[config.mk]
export PLATFORM = sky130hd
export DESIGN_NAME = mac_net_seq
export DESIGN_NICKNAME = d
export VERILOG_FILES = /design/src/rtl/nnseq_pkg.sv /design/src/rtl/nnseq_ctrl.sv /design/src/rtl/nnseq_mac.sv /design/src/rtl/nnseq_argmax.sv /design/src/rtl/mac_net_seq.sv
export SDC_FILE = /design/constraint.sdc
export NUM_CORES = 1
export LEC_CHECK = 0
export CAP_MARGIN = 20
export CELL_PAD_IN_SITES_DETAIL_PLACEMENT = 1
export CELL_PAD_IN_SITES_GLOBAL_PLACEMENT = 1
export CORE_UTILIZATION = 40
export DETAILED_ROUTE_END_ITERATION = 12
export GPL_TIMING_DRIVEN = 0
export PLACE_DENSITY_LB_ADDON = 0.1
export SETUP_SLACK_MARGIN = 0.05
export SLEW_MARGIN = 15
export SYNTH_ARGS = -nofsm -noshare
export SYNTH_HDL_FRONTEND = slang
export SYNTH_HIERARCHICAL = 1
export SYNTH_SLANG_ARGS = --single-unit
[constraint.sdc]
create_clock -name clk -period 10.3 [get_ports clk]
set_input_delay 2.06 -clock clk [delete_from_list [all_inputs] [get_ports clk]]
set_output_delay 2.06 -clock clk [all_outputs]
set_load 0.02 [all_outputs]
[src/rtl/nnseq_pkg.sv]
package nnseq_pkg;
  typedef enum logic [1:0] {PH_IDLE, PH_MAC, PH_BIAS, PH_ACT} phase_e;

  localparam int NLAYER = 2;

  function automatic int imax(input int a, input int b);
    return (a > b) ? a : b;
  endfunction
endpackage

[src/rtl/nnseq_ctrl.sv]
module nnseq_ctrl import nnseq_pkg::*; #(
  parameter int IN_CNT  = 4,
  parameter int HID_CNT = 3,
  parameter int OUT_CNT = 2,
  parameter int CW      = 4,
  parameter int NWD     = 3
) (
  input  logic           clk,
  input  logic           rst_n,
  input  logic           start_valid,
  output logic           start_ready,
  output logic           busy,
  output logic           lay,
  output logic [NWD-1:0] neu,
  output logic [CW-1:0]  inp,
  output phase_e         phase,
  output logic           done
);
  localparam logic LAST_LAY = 1'(NLAYER - 1);

  logic [CW-1:0]  cur_in;
  logic [NWD-1:0] cur_last;

  assign start_ready = !busy;

  always_comb begin
    cur_in   = lay ? CW'(HID_CNT) : CW'(IN_CNT);
    cur_last = lay ? NWD'(OUT_CNT - 1) : NWD'(HID_CNT - 1);
  end

  always_comb begin
    if (!busy)              phase = PH_IDLE;
    else if (inp < cur_in)  phase = PH_MAC;
    else if (inp == cur_in) phase = PH_BIAS;
    else                    phase = PH_ACT;
  end

  always_ff @(posedge clk or negedge rst_n) begin
    if (!rst_n) begin
      busy <= 1'b0;
      lay  <= 1'b0;
      neu  <= '0;
      inp  <= '0;
      done <= 1'b0;
    end else begin
      done <= 1'b0;
      if (!busy) begin
        if (start_valid) begin
          busy <= 1'b1;
          lay  <= 1'b0;
          neu  <= '0;
          inp  <= '0;
        end
      end else if (phase == PH_ACT) begin
        inp <= '0;
        if (neu == cur_last) begin
          neu <= '0;
          if (lay == LAST_LAY) begin
            busy <= 1'b0;
            done <= 1'b1;
          end else begin
            lay <= lay + 1'b1;
          end
        end else begin
          neu <= neu + 1'b1;
        end
      end else begin
        inp <= inp + 1'b1;
      end
    end
  end

  // a run only begins from a request
  assert_accept_from_request_R2: assert property (@(posedge clk) disable iff (!rst_n)
    $rose(busy) |-> $past(start_valid));

  // done never lasts two cycles
  assert_done_pulse_R4: assert property (@(posedge clk) disable iff (!rst_n)
    done |=> !done);

  // done only when the sequencer has stopped
  assert_done_idle_R4: assert property (@(posedge clk) disable iff (!rst_n)
    done |-> !busy);

  // counters stay inside the schedule of the current layer
  assert_counter_range_R3: assert property (@(posedge clk) disable iff (!rst_n)
    busy |-> (inp <= cur_in + 1'b1) && (neu <= cur_last));
endmodule

[src/rtl/nnseq_mac.sv]
module nnseq_mac import nnseq_pkg::*; #(
  parameter int DW    = 8,
  parameter int BW    = 16,
  parameter int AW    = 20,
  parameter int SHIFT = 2
) (
  input  logic                 clk,
  input  logic                 rst_n,
  input  phase_e               phase,
  input  logic                 first,
  input  logic [DW-1:0]        x,
  input  logic [DW-1:0]        w,
  input  logic [BW-1:0]        bias,
  output logic signed [AW-1:0] acc,
  output logic [DW-1:0]        act
);
  localparam logic signed [AW-1:0] MAXV = AW'((1 << (DW - 1)) - 1);

  logic signed [2*DW-1:0] prod;
  logic signed [BW-1:0]   bias_s;
  logic signed [AW-1:0]   sh;

  assign prod   = $signed(x) * $signed(w);
  assign bias_s = $signed(bias);
  assign sh     = acc >>> SHIFT;

  always_ff @(posedge clk or negedge rst_n) begin
    if (!rst_n) begin
      acc <= '0;
    end else begin
      case (phase)
        PH_MAC:  acc <= (first ? '0 : acc) + AW'(prod);
        PH_BIAS: acc <= acc + AW'(bias_s);
        default: acc <= acc;
      endcase
    end
  end

  always_comb begin
    if (sh < 0)         act = '0;
    else if (sh > MAXV) act = DW'(MAXV);
    else                act = sh[DW-1:0];
  end

  // the activation never produces a negative hidden value
  assert_act_nonneg_R5: assert property (@(posedge clk) disable iff (!rst_n)
    (phase == PH_ACT) |-> !act[DW-1]);

  // the bias step is always followed by the resolve step
  assert_bias_then_act_R3: assert property (@(posedge clk) disable iff (!rst_n)
    (phase == PH_BIAS) |=> (phase == PH_ACT));
endmodule

[src/rtl/nnseq_argmax.sv]
module nnseq_argmax #(
  parameter int OUT_CNT = 2,
  parameter int AW      = 20,
  parameter int OIW     = 1
) (
  input  logic [OUT_CNT-1:0][AW-1:0] vals,
  output logic [OIW-1:0]             best
);
  always_comb begin
    logic signed [AW-1:0] top_v;
    top_v = $signed(vals[0]);
    best  = '0;
    for (int k = 1; k < OUT_CNT; k++) begin
      if ($signed(vals[k]) > top_v) begin
        top_v = $signed(vals[k]);
        best  = OIW'(k);
      end
    end
  end
endmodule

[src/rtl/mac_net_seq.sv]
module mac_net_seq import nnseq_pkg::*; #(
  parameter int IN_CNT  = 4,
  parameter int HID_CNT = 3,
  parameter int OUT_CNT = 2,
  parameter int DW      = 8,
  parameter int BW      = 16,
  parameter int SHIFT   = 2,
  localparam int MAXN   = imax(IN_CNT, HID_CNT),
  localparam int NW     = IN_CNT * HID_CNT + HID_CNT * OUT_CNT,
  localparam int NB     = HID_CNT + OUT_CNT,
  localparam int AW     = imax(2 * DW + $clog2(MAXN) + 1, BW) + 1,
  localparam int OIW    = imax($clog2(OUT_CNT), 1)
) (
  input  logic                        clk,
  input  logic                        rst_n,
  input  logic                        start_valid,
  output logic                        start_ready,
  input  logic [IN_CNT-1:0][DW-1:0]   x_vec,
  input  logic [NW-1:0][DW-1:0]       w_mem,
  input  logic [NB-1:0][BW-1:0]       b_mem,
  output logic [OUT_CNT-1:0][AW-1:0]  scores,
  output logic [OIW-1:0]              best_idx,
  output logic                        done
);
  localparam int CW  = $clog2(MAXN + 2) + 1;
  localparam int NWD = $clog2(imax(HID_CNT, OUT_CNT)) + 1;
  localparam int BIW = imax($clog2(MAXN), 1);
  localparam int WIW = imax($clog2(NW), 1) + 1;
  localparam int BSW = imax($clog2(NB), 1) + 1;

  logic                 busy;
  logic                 lay;
  logic [NWD-1:0]       neu;
  logic [CW-1:0]        inp;
  phase_e               phase;
  logic [DW-1:0]        x_sel;
  logic [DW-1:0]        w_sel;
  logic [BW-1:0]        b_sel;
  logic [WIW-1:0]       w_ix;
  logic [BSW-1:0]       b_ix;
  logic signed [AW-1:0] acc;
  logic [DW-1:0]        act;
  logic [DW-1:0]        bank [2][MAXN];

  nnseq_ctrl #(
    .IN_CNT(IN_CNT), .HID_CNT(HID_CNT), .OUT_CNT(OUT_CNT), .CW(CW), .NWD(NWD)
  ) u_ctrl (
    .clk(clk), .rst_n(rst_n), .start_valid(start_valid), .start_ready(start_ready),
    .busy(busy), .lay(lay), .neu(neu), .inp(inp), .phase(phase), .done(done)
  );

  // operand steering: weight rows of the hidden layer come first
  always_comb begin
    if (lay) begin
      w_ix = WIW'(IN_CNT * HID_CNT) + WIW'(neu) * WIW'(HID_CNT) + WIW'(inp);
      b_ix = BSW'(HID_CNT) + BSW'(neu);
    end else begin
      w_ix = WIW'(neu) * WIW'(IN_CNT) + WIW'(inp);
      b_ix = BSW'(neu);
    end
    x_sel = '0;
    w_sel = '0;
    b_sel = '0;
    if (phase == PH_MAC) begin
      x_sel = bank[lay][inp[BIW-1:0]];
      w_sel = w_mem[w_ix];
    end
    if (phase == PH_BIAS) b_sel = b_mem[b_ix];
  end

  nnseq_mac #(.DW(DW), .BW(BW), .AW(AW), .SHIFT(SHIFT)) u_mac (
    .clk(clk), .rst_n(rst_n), .phase(phase), .first(inp == '0),
    .x(x_sel), .w(w_sel), .bias(b_sel), .acc(acc), .act(act)
  );

  // ping-pong banks: read bank = layer parity, results go to the other one
  always_ff @(posedge clk or negedge rst_n) begin
    if (!rst_n) begin
      for (int a = 0; a < 2; a++)
        for (int i = 0; i < MAXN; i++) bank[a][i] <= '0;
      scores <= '0;
    end else begin
      if (start_valid && start_ready)
        for (int i = 0; i < IN_CNT; i++) bank[0][i] <= x_vec[i];
      if (phase == PH_ACT) begin
        if (lay != 1'(NLAYER - 1)) bank[~lay][neu[BIW-1:0]] <= act;
        else                       scores[neu[OIW-1:0]] <= acc;
      end
    end
  end

  nnseq_argmax #(.OUT_CNT(OUT_CNT), .AW(AW), .OIW(OIW)) u_argmax (
    .vals(scores), .best(best_idx)
  );

  // results hold while idle and no request is taken
  assert_hold_idle_R8: assert property (@(posedge clk) disable iff (!rst_n)
    (!busy && !start_valid) |=> $stable(scores));

  // raw scores are written only in the last layer's resolve step
  assert_score_write_R6: assert property (@(posedge clk) disable iff (!rst_n)
    (busy && !lay) |=> $stable(scores));
endmodule

==> results of run 1 <==
[worst max-delay path: cells and delay by family, from the launching register on]
kind	cells	cell delay, ns
buf+inv	4	0.41
flops	1	0.54
xor+xnor	3	0.59
compound gates	13	3.01
fa+ha+maj	11	4.00
mux	2	0.35
simple gates	3	0.74
[flip-flops by register name, summed over array words and instances (netlist names)]
register and cells:
scores 40, u_mac/acc 20, bank 64, u_ctrl/neu 3
u_ctrl/done 1, u_ctrl/inp 4, u_ctrl/lay 1, u_ctrl/busy 1
[repair_timing]
action,CTS,global route
resized for setup,1,10
buffers inserted,0,2
pin swaps,0,2
endpoints found under the setup margin,2,5
[synthesized netlist by cell type (5+ instances only)]
cell,instances
nand3_1,12
xor2_1,15
mux4_2,40
a221oi_1,20
dfrtp_1,134
nand4_1,5
o31ai_1,7
buf_2,16
o21ai_0,50
and2_1,47
mux2i_1,18
o32ai_1,7
inv_1,142
a31oi_1,8
fa_1,61
a22oi_1,17
mux2_2,124
a211oi_1,29
o211ai_1,7
nor2b_1,38
nand2b_1,13
a21boi_0,27
a21oi_2,5
nor2_1,67
o21bai_1,7
a21oi_1,77
buf_6,6
o22ai_1,23
clkbuf_1,28
nand2_1,124
or2_2,6
and3_1,8
xnor2_1,30
a21o_1,15
buf_1,9
o21a_1,7
ha_1,105
nor3_1,14
[routing by layer]
| layer | share of wire (%) | wire, µm | vias to the layer above | GRT usage (%) |
|---|---|---|---|---|
| li1 | - | - | 5835 | - |
| met1 | 44 | 21100 | 6390 | 36.3 |
| met2 | 49 | 23500 | 382 | 47.9 |
| met3 | 5.1 | 2450 | 64 | 4.58 |
| met4 | 2.4 | 1170 | 0 | 8.56 |
| met5 | 0 | 0 | - | 0 |
[logic make-up after synthesis]
kind of cell	synth area share, %
adders and majority gates	18.2
buffers and inverters	6.26
muxes	18.4
AOI/OAI and AO/OA	16.9
xor gates and xnor gates	3.15
DFF	24.1
other	0.0270
and+or+nand+nor	13.0
[placed cells by master (no fill, tap or decap), types with 9 or more instances in the layout]
master,instances
clkbuf_1,28
a21oi_1,76
ha_1,105
a22oi_1,17
nand2_1,124
mux2_2,124
a21boi_0,27
nor2_1,67
nand3_1,12
a211oi_1,28
and2_1,47
nor3_1,14
dfrtp_1,132
a221oi_1,20
xor2_1,15
fa_1,61
nand2b_1,13
xnor2_1,30
clkdlybuf4s50_1,300
a21o_1,15
inv_1,142
buf_1,9
buf_2,18
clkbuf_16,17
o21ai_0,50
mux4_2,40
nor2b_1,38
mux2i_1,18
o22ai_1,23
[worst min path at each step]
stage          cells after the start       end  startpoint  slack, ns
6_report                           1   bank[5]     bank[5]       0.50
5_1_grt                            1  bank[27]    bank[27]       0.52
4_1_cts                            1  bank[23]    bank[23]       0.50
3_5_place_dp                       1  bank[23]    bank[23]       0.49
3_3_place_gp                       1   bank[1]     bank[1]       0.48
2_1_floorplan                      1  bank[29]    bank[29]       0.47
[stage by stage]
stage                     area [µm²]  std cells  hold slack [ns]  setup TNS, ns
final                          18200       2234            0.501              0
after global placement         17500       2194            0.481              0
after CTS                      18100       2227            0.502              0
after detailed placement       17500       2197            0.489       -0.00214
after global routing           18200       2234            0.516              0
after floorplan                13900       1445            0.474              0
[cell type report]
cell class | count | area share [%]
Clock inverter | 12 | 0.851
Buffer | 64 | 1.76
Tap cell | 448 | 3.07
Sequential cell | 134 | 18.4
Timing Repair Buffer | 308 | 16.9
Antenna cell | 3 | 0.0412
Clock buffer | 18 | 2.41
Inverter | 146 | 3.00
Multi-Input combinational cell | 1101 | 53.6
==> results_dict.tcl, run 1 <==
set metrics [dict create \
    status "finished clean" \
    end_kind "register" \
    cts_buffers 17 \
    seq_area_mm2 0.00336 \
    syn-num-nets 1870 \
    drt_pre_antenna_iters 5 \
    die_w_um 188 \
    slowest_stage "a2111o_2" \
    rr_worst_depth 36 \
    io_buffer_count 301 \
    die_y_um 188 \
    critPathCapture "u_mac/acc[15]" \
    rrSetupSlack_ns 0.55 \
    worstSetupPathType "reg -> reg" \
    area_growth_pct 31.2 \
    track_usage_pct 28.1 \
    cts_sinks 134 \
    slew-limit-headroom_pct 30.0 \
    gp_congestion 0.936 \
    timing.rr.end "u_mac/acc[15]" \
    synth_top_area_share_pct 24.1 \
    fmax_mhz 103 \
    slowest_delay_ns 0.61 \
    cap_violations 0 \
    routedWlPerCell_um 21.6 \
    setup_viol 0 \
    root_buffer "clkbuf_16" \
    worst_pin_slew_ns 1.05 \
    htree_levels 4 \
    cts_tree "yes" \
    grt_max_degree 102 \
    multiInputGateArea_mm2 0.00977 \
    finalClockSkew_ns 0.00728 \
    r2r-start "u_ctrl/neu[0]" \
    layout_min_cycle_time_ns 9.75 \
    ant_nets 0 \
    synthTopCellsByArea "dfrtp_1 24%, mux2_2 10%, ha_1 9.5%" \
    grt_pass1_vias 13900 \
    post-route-util_pct 53.9 \
    clk_pin_slew_worst_paths_ns 0.06 \
    initial_utilization_pct 41.0 \
    crit_start "u_ctrl/neu[0]" \
    critPathLaunchType "register" \
    post-dp-hpwl_um 38500 \
    synth_flop_cell "dfrtp_1" \
    coreArea_mm2 0.0339 \
    cp.arrival_ns 10.08 \
    antenna_found_initial 3 \
    fillCellCount 3828 \
    fin_crit_sh_pct 94.7 \
    layout-drive-gt1-share_pct 15.9 \
    path_common_cell "fa_1" \
    worstPathMaxFanout 17 \
    synth_seq_area_share_pct 24.1 \
    synth_edf_count 0 \
    hold_path.class "reg -> reg" \
    worst_slack_ns 0.550 \
    ctsHoldBuffers 0 \
    finalHoldViolations 0 \
    drt_iter0_markers 680 \
    pre_cts_ws_ns -0.00214 \
    yosysTopAreaCell "dfrtp_1" \
    drcViolationCount 0 \
    drt-total-wl_um 48300 \
    rsz0062_at_grt "no" \
    clk_latency_ns 0.44 \
    ys_ff_latch 134 \
    required_ns 10.63 \
    grt_pass1_wl_um 77300 \
    io_pins 302 \
    cts_max_path_buffers 2 \
    rows 67 \
    syn_area_mm2 0.0139 \
    syn_avg_cell_area_um2 9.62 \
    ys_warn_count 6 \
    viasPerCell 5.67 \
    slew_violations 0 \
    async_reset_ff_share_pct 100 \
    syn-instance-count 1445 \
    dieArea_mm2 0.0355 \
    overflow 0 \
    num_vias 12700 \
    ys_types 87 \
    fin_nets 2197 \
]
Power of run 1 is left out: the tool's default activity adds up to more than one toggle a clock period on the data nets, which glitch-free logic cannot reach.
==> run 2: changes to the inputs <==
- ABC_AREA: not set -> 1
- CORE_UTILIZATION: 40 -> 37
- clock period: 10.3 -> 11.1 ns (I/O delays scaled with it)
==> run 2 against run 1 <==
Clock skew rose by 0.0011 ns. Hold slack got worse by 0.016 ns. First-iteration DRC count fell by 9.7%. Highest routed layer unchanged. Synthesized cell count rose by 44%. Cell area rose by 1.2%. Via count rose by 18%. Routed wire length rose by 8.2%. Global-route usage fell by 0.43 points.
==> results_dict.tcl, run 2 <==
set metrics [dict create \
    slew-limit-headroom_pct 50.4 \
    grt_pass1_wl_um 84600 \
    grt_max_degree 98 \
    ant_nets 0 \
    ys_ff_latch 134 \
    critPathTopFamily "adder cells" \
    critPathLaunchType "register" \
    viasPerCell 5.12 \
    root_buffer "clkbuf_16" \
    async_reset_ff_share_pct 100 \
    routedWlPerCell_um 17.8 \
    layout-drive-gt1-share_pct 8.20 \
    pre_cts_ws_ns 1.65 \
    reg_top3 "bank (64), scores (40), u_mac/acc (20)" \
    initial_utilization_pct 37.6 \
    io_buffer_count 301 \
    die_w_um 198 \
    largest_register_ffs 64 \
    worstPathMaxFanout 8 \
    io_pins 302 \
    postCtsSetupBuffers 0 \
    cp_num_buf_inv 7 \
    syn_avg_cell_area_um2 6.82 \
    drt_iter0_markers 614 \
    layout_min_cycle_time_ns 9.23 \
    synthTopCellsByCount "479 x nand2_1, 299 x inv_1, 187 x nor2_1, 181 x o21ai_0, 168 x nand3_1" \
    finalHoldViolations 0 \
    cts-resized-gates 0 \
    synth_top_area_share_pct 23.6 \
    drt-total-wl_um 52200 \
    ys_types 52 \
    status "finished clean" \
    area_growth_pct 30.0 \
    fin_crit_sh_pct 83.2 \
    worst_slack_ns 1.87 \
    worst_pin_slew_ns 0.741 \
    final_common_cell "nand2_1" \
    synth.most_common_cell "nand2_1" \
    cts_buffers 17 \
    synth_seq_area_share_pct 23.6 \
    post-dp-hpwl_um 43700 \
    fillCellCount 4937 \
    antenna_found_initial 2 \
    synth_edf_count 0 \
    rsz0062_at_grt "no" \
    clk_latency_ns 0.44 \
    slew_violations 0 \
    yosysTopAreaCell "dfrtp_1" \
    num_vias 15000 \
    mostFrequentLayoutCells "479 x nand2_1, 300 x clkdlybuf4s50_1, 299 x inv_1, 187 x nor2_1, 181 x o21ai_0" \
    syn-num-nets 2506 \
    synth_flop_cell "dfrtp_1" \
    htree_levels 4 \
    cts_max_path_buffers 2 \
    coreArea_mm2 0.0378 \
    clk_pin_slew_worst_paths_ns 0.06 \
    cp.arrival_ns 9.60 \
    syn_area_mm2 0.0142 \
    finalClockSkew_ns 0.00843 \
    drt_pre_antenna_iters 5 \
    overflow 0 \
    final.setup.tns_ns 0 \
    rows 71 \
    top_register "bank" \
    synthTopCellsByArea "dfrtp_1 24%, nand2_1 13%, ha_1 9.3%" \
    setup_viol 0 \
    die_y_um 198 \
    ctsHoldBuffers 0 \
    gp_congestion 0.898 \
    drcViolationCount 0 \
    hold_path.class "reg -> reg" \
    dp.cells 2894 \
    dieArea_mm2 0.0392 \
    path_common_cell "inv_1" \
    slowest_delay_ns 0.53 \
    ys_warn_count 6 \
    slowest_stage "dfrtp_1" \
    syn-instance-count 2081 \
    worstSetupPathType "reg -> reg" \
    post-route-util_pct 48.9 \
    end_kind "register" \
    fin_nets 2827 \
    fmax_mhz 108 \
    cap_violations 0 \
    cts_tree "yes" \
    stdcell_count 2928 \
    required_ns 11.47 \
    track_usage_pct 27.6 \
    grt_pass1_vias 16200 \
    cts_sinks 134 \
]
run 2: final cells by class:
class / count / area [µm²] / share of cell area [%]
Buffer: 95 / 470 / 2.55
Timing Repair Buffer: 302 / 3050 / 16.5
Antenna cell: 2 / 5.00 / 0.0271
Tap cell: 511 / 639 / 3.46
Clock inverter: 14 / 126 / 0.685
Inverter: 316 / 1190 / 6.44
Multi-Input combinational cell: 1536 / 9190 / 49.8
Sequential cell: 134 / 3350 / 18.2
Clock buffer: 18 / 439 / 2.38
run 2: kinds of logic after synthesis:
| kind of cell | count (synthesis) | share of synthesized area (%) |
|---|---|---|
| AND/OR/NAND/NOR | 934 | 28.4 |
| XOR/XNOR | 27 | 1.85 |
| AO/OA/AOI/OAI | 379 | 14.2 |
| other | 1 | 0.0264 |
| multiplexers | 29 | 2.30 |
| buffers and inverters | 411 | 11.7 |
| flip-flops | 134 | 23.6 |
| adder cells (fa/ha/maj) | 166 | 17.9 |
run 2: path summary, 6_finish.rpt:
kind / start / to / slack [ns] / cells past startpoint
max: u_ctrl/neu[2] / u_mac/acc[19] / 1.87 / 44
min: bank[9] / bank[9] / 0.49 / 2
max reg2reg: u_ctrl/neu[2] / u_mac/acc[19] / 1.87 / 44
min reg2reg: bank[9] / bank[9] / 0.49 / 2
max in group asynchronous: rst_n / scores[4] / 8.63 / 2
min in group asynchronous: rst_n / bank[55] / 1.65 / 1
run 2: routing by layer:
layer  vias to the layer above  share of wire (%)  track usage (%)
met5                         -                  0                0
met4                         0                2.6             8.61
met3                        67                5.3             5.02
met2                       353                 48             48.3
met1                      7252                 44             34.3
li1                       7322                  -                -
run 2: per-stage QoR:
step | hold slack (ns) | cell area, µm²
finish | 0.485 | 18500
global route | 0.511 | 18500
CTS | 0.484 | 18400
detailed placement | 0.469 | 17900
global placement | 0.461 | 17900
floorplan | 0.448 | 14200
run 2: worst min-delay path: cells and delay by family, from the launching register on:
kind             cells  cell delay, ns
AO/OA/AOI/OAI        1            0.06
flip-flops           1            0.34
AND/OR/NAND/NOR      1            0.05
Power of run 2 is left out for the same reason.
